--- src/rtl/nibble_link_slave.sv ---
module nibble_link_slave (
  input  logic       clk,
  input  logic       rst_n,
  input  logic       lnk_clk,
  input  logic       lnk_fs,
  input  logic [3:0] lnk_d_i,
  output logic [3:0] lnk_d_o,
  output logic       lnk_d_oe,
  output logic       cmd_valid,
  output logic [6:0] cmd_code,
  output logic       cmd_rd,
  output logic       rx_valid,
  output logic [7:0] rx_data,
  input  logic [7:0] tx_data,
  output logic       tx_take
);
  logic [2:0] lc_sr;
  logic [2:0] fs_sr;
  logic [3:0] d_s1, d_s2;
  logic       active, first, half, rd;
  logic [3:0] hi;
  logic [7:0] sh;

  wire rise    = lc_sr[1] & ~lc_sr[2];
  wire fall    = ~lc_sr[1] & lc_sr[2];
  wire fs_hi   = fs_sr[1];
  wire fs_fall = ~fs_sr[1] & fs_sr[2];
  wire [7:0] byte_w = {hi, d_s2};
  wire done    = active & fall & half;
  wire load    = done & (first ? byte_w[0] : rd);

  always_ff @(posedge clk or negedge rst_n)
    if (!rst_n) begin
      lc_sr <= '0;
      fs_sr <= '1;
      d_s1  <= '0;
      d_s2  <= '0;
    end else begin
      lc_sr <= {lc_sr[1:0], lnk_clk};
      fs_sr <= {fs_sr[1:0], lnk_fs};
      d_s1  <= lnk_d_i;
      d_s2  <= d_s1;
    end

  always_ff @(posedge clk or negedge rst_n)
    if (!rst_n) begin
      active    <= 1'b0;
      first     <= 1'b0;
      half      <= 1'b0;
      rd        <= 1'b0;
      hi        <= '0;
      sh        <= '0;
      lnk_d_o   <= '0;
      lnk_d_oe  <= 1'b0;
      cmd_valid <= 1'b0;
      cmd_code  <= '0;
      cmd_rd    <= 1'b0;
      rx_valid  <= 1'b0;
      rx_data   <= '0;
      tx_take   <= 1'b0;
    end else begin
      cmd_valid <= 1'b0;
      rx_valid  <= 1'b0;
      tx_take   <= 1'b0;
      if (fs_hi) begin
        active   <= 1'b0;
        half     <= 1'b0;
        rd       <= 1'b0;
        lnk_d_oe <= 1'b0;
      end else if (!active) begin
        if (fs_fall) begin
          active <= 1'b1;
          first  <= 1'b1;
          half   <= 1'b0;
          rd     <= 1'b0;
        end
      end else begin
        if (rise) begin
          hi   <= d_s2;
          half <= 1'b1;
          if (lnk_d_oe) lnk_d_o <= sh[3:0];
        end
        if (done) begin
          half <= 1'b0;
          if (first) begin
            first     <= 1'b0;
            cmd_valid <= 1'b1;
            cmd_code  <= byte_w[7:1];
            cmd_rd    <= byte_w[0];
            rd        <= byte_w[0];
          end else if (!rd) begin
            rx_valid <= 1'b1;
            rx_data  <= byte_w;
          end
        end
        if (load) begin
          sh       <= tx_data;
          lnk_d_o  <= tx_data[7:4];
          lnk_d_oe <= 1'b1;
          tx_take  <= 1'b1;
        end
      end
    end
endmodule


--- config.mk ---
export PLATFORM = sky130hd
export DESIGN_NAME = nibble_link_slave
export DESIGN_NICKNAME = d
export VERILOG_FILES = /design/src/rtl/nibble_link_slave.sv
export SDC_FILE = /design/constraint.sdc
export NUM_CORES = 1
export LEC_CHECK = 0
export BUFFER_PORTS_ARGS = -buffer_cell sky130_fd_sc_hd__buf_2
export CAP_MARGIN = 0
export CORE_AREA = 10 10 97 99
export CTS_CLUSTER_SIZE = 10
export DETAILED_ROUTE_END_ITERATION = 16
export DIE_AREA = 0 0 107 109
export GPL_TIMING_DRIVEN = 0
export PLACE_DENSITY = 0.5
export SLEW_MARGIN = 20
export SYNTH_ARGS = -nofsm -noshare
export SYNTH_HDL_FRONTEND = slang
export SYNTH_SLANG_ARGS = --single-unit
--- constraint.sdc ---
create_clock -name clk -period 1.9 [get_ports clk]
set_clock_uncertainty 0.05 [all_clocks]
set_input_delay 0.57 -clock clk [delete_from_list [all_inputs] [get_ports clk]]
set_output_delay 0.57 -clock clk [all_outputs]
set_load 0.02 [all_outputs]
**Yosys cells after proc, flatten, opt, wreduce, memory -nomap -nowiden**

Index checks and enable logic that the tools add are counted.

- Flip-flop bits (word level): 50

- Multiplexer cells: 33
- Bitwise logic cells: 11
- Reductions and logical operators: 15
- Equal/unequal tests: 3

Operators with widths:

| cell | number |
|---|---|
| $mux 1 | 30 |
| $mux 4 | 3 |
| $reduce_bool 2->1 | 5 |
| $reduce_and 3->1 | 3 |
| $reduce_and 4->1 | 2 |
| $and 1x1->1 | 6 |
| $reduce_and 2->1 | 3 |
| $not 1->1 | 5 |
| $reduce_and 5->1 | 1 |
| $ne 4x2->1 const B | 1 |
| $ne 3x2->1 const B | 1 |
| $reduce_bool 3->1 | 1 |
| $ne 2x1->1 const B | 1 |

**Logic depth before layout (Yosys ltp)**

Gate-level depths: netlist of run 1.

- Depth after elaboration: 8
- Depth in mapped cells: 5
- Depth with buffers taken out: 4

**Least setup slack after synthesis of run 1**

No wires, ideal clock.

- Path type: flip-flop to flip-flop
- From: reg first
- To: reg sh[0]
- Setup slack: 0.359 ns
- Data arrival time: 1.366 ns
- Path buffers: 2
- Cell stages (with the launch flop): 6
- Cell sequence: dfrtp_1 > buf_6 > mux2_4 > and3_1 > buf_6 > mux2_4

- Word-level cells in the longest chain between the ends: 3

Ends and longest elaborated chain:

| item | RTL line | source |
|---|---|---|
| start, declared | 20 | `logic active, first, half, rd;` |
| start signal, assigned | 48 | `first <= 1'b0;` |
| start signal, assigned | 73 | `first <= 1'b1;` |
| start signal, assigned | 86 | `first <= 1'b0;` |
| $mux 1 | n/a |  |
| $and 1x1->1 | 30 | `wire load = done & (first ? byte_w[0] : rd);` |
| $reduce_and 3->1 (no source line) | n/a |  |
| end signal, assigned | 97 | `sh <= tx_data;` |
| end, declared | 22 | `logic [7:0] sh;` |

Every way passes these cells.
A chain may end at the register's enable or synchronous reset.

**Worst setup path in the final report of run 1**

- From: reg fs_sr[1]
- To: reg cmd_code[6]

- Word-level cells in the longest chain between the ends: 2

Ends and longest elaborated chain:

| item | RTL line | source |
|---|---|---|
| start, declared | 18 | `logic [2:0] fs_sr;` |
| start signal, assigned | 40 | `fs_sr <= {fs_sr[1:0], lnk_fs};` |
| $not 1->1 (no source line) | n/a |  |
| $reduce_and 4->1 (no source line) | n/a |  |
| end signal, assigned | 88 | `cmd_code <= byte_w[7:1];` |
| end, declared | 10 | `output logic [6:0] cmd_code,` |

Every way passes these cells.

==> impl_metrics.py, run 1 <==
metrics = {
    "pwr": {
        "p_total_mw": 1.86,
        "powerDensity_nw_per_um2": 829,
        "power.leakage_nw": 1.18,
        "ir_drop_mv": 0.511,
    },
    "floorplanning": {
        "num_rows": 32,
        "ios": 40,
        "fp.dieH_um": 109,
        "start_util_pct": 24.4,
        "coreArea_um2": 7530,
        "die_area_um2": 11700,
        "die_w_um": 107,
    },
    "clocking": {
        "htree_num_levels": 2,
        "cts_buffers": 5,
        "clkTransAtPathRegs_ps": 80,
        "clockBufferDepth": 2,
        "clkSinkCount": 50,
        "cts_tree": "yes",
        "insertion_delay_ps": 300,
        "root_buffer": "clkbuf_8",
    },
    "layout": {
        "antennaDiodeCount": 0,
        "final_common_cell": "dfrtp_1",
        "fin_cells": 267,
        "fin_util_pct": 29.9,
        "drive_gt1_share_pct": 50.3,
        "syn2layout_area_growth_pct": 22.4,
        "design_area_um2": 2250,
        "fill_cells": 830,
        "final_cell_mix": "dfrtp_1, buf_2, mux2_2",
        "seq_area_um2": 1250,
        "multi_input_area_um2": 541,
        "nets": 181,
    },
    "place": {
        "postPlaceCellArea_um2": 2160,
        "gp_congestion": 0.661,
        "dp_hpwl_mm": 2.63,
        "pre_cts_ws_ps": 119,
        "dpl.cell_count": 260,
        "io_buffers": 39,
    },
    "timing": {
        "period_minus_slack_ps": 1630,
        "slew_viol_final": 0,
        "setup_viol": 0,
        "tightest_slew_ps": 624,
        "worst_slack_ps": 267,
        "finalCritPeriodShare_pct": 86.0,
        "hold_viol": 0,
        "rsz0062_at_grt": "false",
        "slew_headroom_pct": 58.4,
        "max_freq_mhz": 612,
        "tns_ps": 0,
        "hold_slack_ps": 238,
    },
    "detailed_routing": {
        "drtAntennaViolNets": 0,
        "vias_per_cell": 4.00,
        "drt_iter0_markers": 40,
        "drc": 0,
        "routed_wl_mm": 3.66,
        "firstDrtPassIters": 4,
        "vias": 1068,
        "wl_per_cell_um": 13.7,
    },
    "synth": {
        "ys_types": 25,
        "async_flop_share_pct": 100,
        "synth_area_leaders": "dfrtp_1, mux2_2, dfstp_2, mux2_4, mux2i_1",
        "ys_ff_latch": 50,
        "syn_area_per_cell_um2": 15.4,
        "synth_top_area_share_pct": 64.1,
        "synth_cells": 119,
        "yosys_warnings": 0,
        "synth_nets": 135,
        "synthFlopType": "dfrtp_1",
        "syn_area_um2": 1840,
        "synth_area_leader_cell": "dfrtp_1",
        "synth_edf_count": 0,
        "ys_seq_area_share_pct": 68.4,
    },
    "critical_path": {
        "cp-startpoint": "fs_sr[1]$_DFF_PN1_",
        "critPathMaxStageDelay_ps": 590,
        "start_kind": "flip-flop",
        "r2r_start": "fs_sr[1]$_DFF_PN1_",
        "path_class": "reg -> reg",
        "cp.arrival_ps": 1770,
        "critPathMaxFanout": 9,
        "path_cells": "and2b_1 > nand3_2 > mux2_2",
        "crit_required_ps": 2030,
        "crit_path_end_kind": "flip-flop",
        "cp_slowest_cell": "dfstp_2",
    },
    "outcome": {
        "status": "complete, no violations",
    },
    "global_routing": {
        "antenna_found_initial": 0,
        "track_usage_pct": 6.66,
        "grt_remaining_overflow": 0,
        "grt_pass1_vias": 1145,
        "grt_pass1_wl_mm": 6.00,
        "grt_start_max_net_pins": 51,
    },
    "run": {
        "cap_violations": 0,
    },
    "min_path": {
        "hold_path.class": "in -> async",
    },
}
synth_stat cells (2+ instances only):
master and number:
dfrtp_1 47, nand3_1 2, mux2_4 5, nand2_1 7, a21oi_1 2, buf_6 2, nor2_1 4, o21ai_0 4
nand3_2 2, inv_1 4, dfstp_2 3, mux2_2 20, mux2i_1 4, buf_2 2
per-layer routing:
metal  global-route usage, %  routed length, um  up-vias  share of wire [%]
li1                        -                  -      503                  -
met1                    8.05               1690      530                 46
met2                    10.2               1710       30                 47
met3                    3.01                216        5                5.9
met4                    2.61                 53        0                1.4
met5                       0                  0        -                  0
final timing paths:
| check | slack, ps | cells after the start | to |
|---|---|---|---|
| min in group clk | 300 | 0 | lc_sr[1]$_DFF_PN0_ |
| max in group asynchronous | 1140 | 1 | lc_sr[0]$_DFF_PN0_ |
| max reg2reg | 270 | 3 | cmd_code[6]$_DFFE_PN0P_ |
| min | 240 | 1 | cmd_code[2]$_DFFE_PN0P_ |
| min reg2reg | 300 | 0 | lc_sr[1]$_DFF_PN0_ |
| max | 270 | 3 | cmd_code[6]$_DFFE_PN0P_ |
flip-flops by register name (all words and copies together), names as in the netlist, 3 cells and up:
name / count
sh: 4
d_s2: 4
cmd_code: 7
rx_data: 8
lnk_d_o: 4
hi: 4
fs_sr: 3
lc_sr: 3
d_s1: 4
cells by family after synthesis:
family,synth area share (%)
compound gates,3.41
fa+ha+maj,0.545
buf+inv,2.59
flops,68.4
mux,18.5
simple gates,6.54
layout make-up:
type                            instances  area share [%]
Inverter                                4           0.668
Clock inverter                          2           0.445
Buffer                                  4            1.45
Timing Repair Buffer                   39            8.80
Tap cell                              102            5.68
Sequential cell                        50            55.8
Clock buffer                            5            3.06
Multi-Input combinational cell         61            24.1
power breakdown:
part	internal (mW)	switching (mW)	total [mW]
logic	0.0583	0.0715	0.130
clock network	0.248	0.330	0.578
registers	1.12	0.0347	1.16
total	1.43	0.437	1.86
timing repair:
action,in CTS,in global routing
hold endpoints to repair,0,0
hold buffers,0,0
gates resized for setup,0,1
buffers inserted,0,0
endpoints found under the setup margin,0,4
worst max-delay path: cells and delay by family (launching register included):
family | cells | cell delay (ps)
and+or+nand+nor | 2 | 520
DFF | 1 | 590
muxes | 1 | 370
Power figures use the tool's default switching activity.
==> run 2, diff against run 1 <==
--- a/config.mk
+++ b/config.mk
@@ -8,6 +8,7 @@
 export BUFFER_PORTS_ARGS = -buffer_cell sky130_fd_sc_hd__buf_2
 export CAP_MARGIN = 0
 export CORE_AREA = 10 10 97 99
+export CTS_BUF_LIST = sky130_fd_sc_hd__clkbuf_4
 export CTS_CLUSTER_SIZE = 10
 export DETAILED_ROUTE_END_ITERATION = 16
 export DIE_AREA = 0 0 107 109
==> impl_metrics.py, run 2 (synthesized netlist as in run 1, its figures left out) <==
metrics = {
    "outcome": {
        "status": "complete, no violations",
    },
    "place": {
        "gp_congestion": 0.661,
        "postPlaceCellArea_um2": 2160,
        "io_buffers": 39,
        "dp_hpwl_mm": 2.63,
        "pre_cts_ws_ps": 119,
    },
    "clocking": {
        "cts_tree": "yes",
        "clkTransAtPathRegs_ps": 130,
        "holdBufCountCts": 0,
        "htree_num_levels": 2,
        "clockBufferDepth": 2,
        "cts_buffers": 5,
        "insertion_delay_ps": 350,
        "clkSinkCount": 50,
        "root_buffer": "clkbuf_4",
    },
    "layout": {
        "design_area_um2": 2220,
        "reg_top3": "rx_data (8), cmd_code (7)",
        "final_common_cell": "dfrtp_1",
        "top_register": "rx_data",
        "final_cell_mix": "dfrtp_1, buf_2, mux2_2",
        "fin_util_pct": 29.4,
        "syn2layout_area_growth_pct": 20.7,
        "largest_reg_flops": 8,
        "antennaDiodeCount": 0,
        "nets": 181,
        "drive_gt1_share_pct": 50.3,
    },
    "global_routing": {
        "grt_pass1_wl_mm": 5.99,
        "grt_remaining_overflow": 0,
        "track_usage_pct": 6.61,
        "grt_start_max_net_pins": 51,
        "grt_pass1_vias": 1141,
        "antenna_found_initial": 0,
    },
    "floorplanning": {
        "num_rows": 32,
        "die_w_um": 107,
        "die_area_um2": 11700,
        "coreArea_um2": 7530,
        "start_util_pct": 24.4,
        "ios": 40,
        "fp.dieH_um": 109,
    },
    "pwr": {
        "power.leakage_nw": 1.17,
        "ir_drop_mv": 0.397,
        "p_total_mw": 1.74,
        "powerDensity_nw_per_um2": 784,
    },
    "timing": {
        "finalCritPeriodShare_pct": 85.4,
        "slew_headroom_pct": 58.4,
        "period_minus_slack_ps": 1620,
        "setup_viol": 0,
        "tightest_slew_ps": 623,
        "max_freq_mhz": 616,
        "hold_viol": 0,
        "tns_ps": 0,
        "rsz0062_at_grt": "false",
        "worst_slack_ps": 277,
        "slew_viol_final": 0,
    },
    "critical_path": {
        "critPathMaxStageDelay_ps": 610,
        "cp.arrival_ps": 1820,
        "crit_path_end_kind": "flip-flop",
        "cp_slowest_cell": "dfstp_2",
        "critPathMaxFanout": 9,
        "crit_required_ps": 2100,
        "cp-startpoint": "fs_sr[1]$_DFF_PN1_",
        "path_cells": "and2b_1 > nand3_2 > mux2_2",
        "path_class": "reg -> reg",
        "start_kind": "flip-flop",
        "r2r_start": "fs_sr[1]$_DFF_PN1_",
    },
    "min_path": {
        "hold_path.class": "in -> async",
    },
    "detailed_routing": {
        "firstDrtPassIters": 4,
        "drt_iter0_markers": 36,
        "vias_per_cell": 3.99,
        "vias": 1065,
        "routed_wl_mm": 3.67,
        "drc": 0,
        "drtAntennaViolNets": 0,
        "wl_per_cell_um": 13.7,
    },
    "run": {
        "cap_violations": 0,
    },
}
-- run 2: cell counts in the layout (fill, tap and decap cells not counted) --
Identical to the previous run, type by type.
-- run 2: per-layer routing --
metal | vias up | GRT usage, % | wire [um]
met2 | 28 | 10.2 | 1680
met3 | 5 | 2.83 | 217
met5 | - | 0 | 0
met4 | 0 | 2.61 | 54
met1 | 530 | 8.02 | 1720
li1 | 502 | - | -
-- run 2: through the flow --
| stage | instances | hold WS, ps |
|---|---|---|
| final | 267 | 161 |
| after global routing | 267 | 191 |
| after CTS | 267 | 175 |
| after detailed placement | 260 | 286 |
| after global placement | 260 | 282 |
| after floorplan | 119 | 224 |
-- run 2: worst max-delay path: cells and delay by family (launching register included) --
kind / cells / cell delay (ps)
flops: 1 / 610
simple gates: 2 / 510
mux: 1 / 360
-- run 2: final timing paths --
check / cells past startpoint / slack, ps / endpoint
setup / recovery: 3 / 280 / cmd_code[4]$_DFFE_PN0P_
hold / removal: 1 / 160 / cmd_code[2]$_DFFE_PN0P_
setup reg to reg: 3 / 280 / cmd_code[4]$_DFFE_PN0P_
hold reg to reg: 0 / 310 / lc_sr[1]$_DFF_PN0_
max in group asynchronous: 1 / 1220 / first$_DFFE_PN0P_
min in group clk: 1 / 260 / fs_sr[0]$_DFF_PN1_
-- run 2: repair_timing --
action | CTS | global route
setup buffers | 0 | 0
endpoints found under the setup margin | 0 | 4
gates resized for setup | 0 | 1
-- run 2: where the power goes --
part           internal [mW]  switching, mW  leakage, nW
sequential              1.12         0.0350        0.627
clock                  0.134          0.317       0.0308
combinational         0.0583         0.0715        0.513
-- run 2: final cells by class --
cell class                 instances  area (um2)
fill                             835        5310
sequential                        50        1250
multi-input combinational         61         541
timing repair buffer              39         198
tap                              102         128
clock buffer                       5        37.5
buffer                             4        32.5
inverter                           4        15.0
clock inverter                     2        10.0
==> run 3, diff against run 2 <==
--- a/config.mk
+++ b/config.mk
@@ -14,6 +14,7 @@
 export DIE_AREA = 0 0 107 109
 export GPL_TIMING_DRIVEN = 0
 export PLACE_DENSITY = 0.5
+export SETUP_SLACK_MARGIN = 0.3
 export SLEW_MARGIN = 20
 export SYNTH_ARGS = -nofsm -noshare
 export SYNTH_HDL_FRONTEND = slang
==> impl_metrics.py, run 3 (synthesized netlist as in run 1, its figures left out) <==
metrics = {
    "critical_path": {
        "cp.arrival_ps": 1800,
        "path_class": "reg -> reg",
        "critPathMaxFanout": 6,
        "crit_required_ps": 2120,
        "r2r_start": "first$_DFFE_PN0P_",
        "crit_path_end_kind": "flip-flop",
        "r2r_cells": 5,
        "reg2reg_to": "sh[2]$_DFFE_PN0P_",
        "start_kind": "flip-flop",
        "r2r_setup_slack_ps": 320,
    },
    "layout": {
        "design_area_um2": 2350,
        "syn2layout_area_growth_pct": 28.2,
        "final_cell_mix": "dfrtp_1, buf_2, mux2_2",
        "top_register": "rx_data",
        "reg_top3": "rx_data (8), cmd_code (7)",
        "drive_gt1_share_pct": 54.6,
        "antennaDiodeCount": 0,
        "largest_reg_flops": 8,
        "fill_cells": 829,
        "nets": 190,
        "final_common_cell": "dfrtp_1",
        "fin_cells": 276,
    },
    "timing": {
        "finalCritPeriodShare_pct": 83.4,
        "tightest_slew_ps": 621,
        "slew_viol_final": 0,
        "period_minus_slack_ps": 1580,
        "hold_viol": 0,
        "setup_viol": 0,
        "tns_ps": 0,
        "rsz0062_at_grt": "true",
        "max_freq_mhz": 631,
        "slew_headroom_pct": 58.6,
        "worst_slack_ps": 315,
    },
    "global_routing": {
        "antenna_found_initial": 0,
        "grt_start_max_net_pins": 51,
        "grt_remaining_overflow": 0,
        "grt_pass1_vias": 1140,
        "track_usage_pct": 6.60,
        "grt_pass1_wl_mm": 5.98,
    },
    "floorplanning": {
        "die_w_um": 107,
        "num_rows": 32,
        "start_util_pct": 24.4,
        "fp.dieH_um": 109,
        "die_area_um2": 11700,
        "ios": 40,
        "coreArea_um2": 7530,
    },
    "detailed_routing": {
        "firstDrtPassIters": 2,
        "vias": 1103,
        "drt_iter0_markers": 35,
        "drc": 0,
        "vias_per_cell": 4.00,
        "drtAntennaViolNets": 0,
        "routed_wl_mm": 3.80,
        "wl_per_cell_um": 13.8,
    },
    "clocking": {
        "insertion_delay_ps": 360,
        "cts_buffers": 5,
        "clkTransAtPathRegs_ps": 140,
        "root_buffer": "clkbuf_4",
        "holdBufCountCts": 0,
        "cts_tree": "yes",
        "clkSinkCount": 50,
        "htree_num_levels": 2,
        "clockBufferDepth": 2,
    },
    "pwr": {
        "p_int_mw": 1.32,
        "power_frac_clock_pct": 26.1,
        "power.leakage_nw": 1.21,
        "switching_share_pct": 24.8,
        "ir_drop_mv": 0.403,
        "powerDensity_nw_per_um2": 747,
        "p_switching_uw": 435,
        "seq_power_share_pct": 65.8,
        "p_comb_share_pct": 8.0,
    },
    "place": {
        "dpl.cell_count": 260,
        "gp_congestion": 0.661,
        "postPlaceCellArea_um2": 2160,
        "io_buffers": 39,
        "pre_cts_ws_ps": 119,
        "dp_hpwl_mm": 2.63,
    },
    "min_path": {
        "hold_path.class": "in -> async",
    },
    "outcome": {
        "status": "complete, no violations",
    },
    "run": {
        "cap_violations": 0,
    },
}
-- run 3: power by group through the flow --
stage	Clock (mW)	Sequential [mW]	Combinational, mW
final	0.459	1.16	0.141
after global routing	0.514	1.16	0.157
after CTS	0.478	1.16	0.134
after detailed placement	0	1.18	0.134
after global placement	0	1.18	0.131
after floorplan	0	1.19	0.0522
-- run 3: timing repair --
item                                    in CTS  in global routing
pin swaps                                    0                  0
endpoints found under the setup margin      20                 30
buffers inserted                             0                  9
resized for setup                            1                 18
gates cloned                                 0                  0
-- run 3: worst max path at each step --
stage / startpoint / endpoint / slack (ps) / cells after the start
final: first$_DFFE_PN0P_ / sh[2]$_DFFE_PN0P_ / 320 / 5
after global routing: first$_DFFE_PN0P_ / sh[1]$_DFFE_PN0P_ / 280 / 5
after CTS: fs_sr[1]$_DFF_PN1_ / cmd_code[4]$_DFFE_PN0P_ / 240 / 3
after detailed placement: fs_sr[1]$_DFF_PN1_ / lnk_d_o[0]$_DFFE_PN0P_ / 120 / 3
after global placement: fs_sr[1]$_DFF_PN1_ / lnk_d_o[0]$_DFFE_PN0P_ / 140 / 3
after floorplan: first$_DFFE_PN0P_ / sh[0]$_DFFE_PN0P_ / 360 / 5
-- run 3: metal layers --
| layer | vias to the layer above | wire [um] | global-route usage (%) |
|---|---|---|---|
| li1 | 523 | - | - |
| met1 | 547 | 1740 | 8.02 |
| met2 | 28 | 1780 | 10.1 |
| met3 | 5 | 230 | 2.83 |
| met4 | 0 | 54 | 2.61 |
| met5 | - | 0 | 0 |
-- run 3: cell type report --
class,count,area [um2],share of cell area [%]
plain buffers,4,38.8,1.65
clock buffers,5,37.5,1.59
clock inverters,2,10.0,0.425
inverters,4,15.0,0.638
multi-input cells,61,579,24.6
flip-flops and latches,50,1250,53.3
well taps,102,128,5.42
repair buffers,48,290,12.3
-- run 3: stage by stage --
stage | utilization, % | power, mW | hold WS [ps]
2_1_floorplan | - | 1.24 | 224
3_3_place_gp | 28.7 | 1.31 | 282
3_5_place_dp | 28.7 | 1.31 | 286
4_1_cts | 29.4 | 1.77 | 175
5_1_grt | 31.3 | 1.84 | 191
6_report | 31.3 | 1.76 | 156
-- run 3: critical path, stage by stage, from the launching register on --
cell     delay [ps]
dfrtp_1         400
buf_6           130
mux2_4          320
and3_4          190
buf_6           130
mux2_4          290
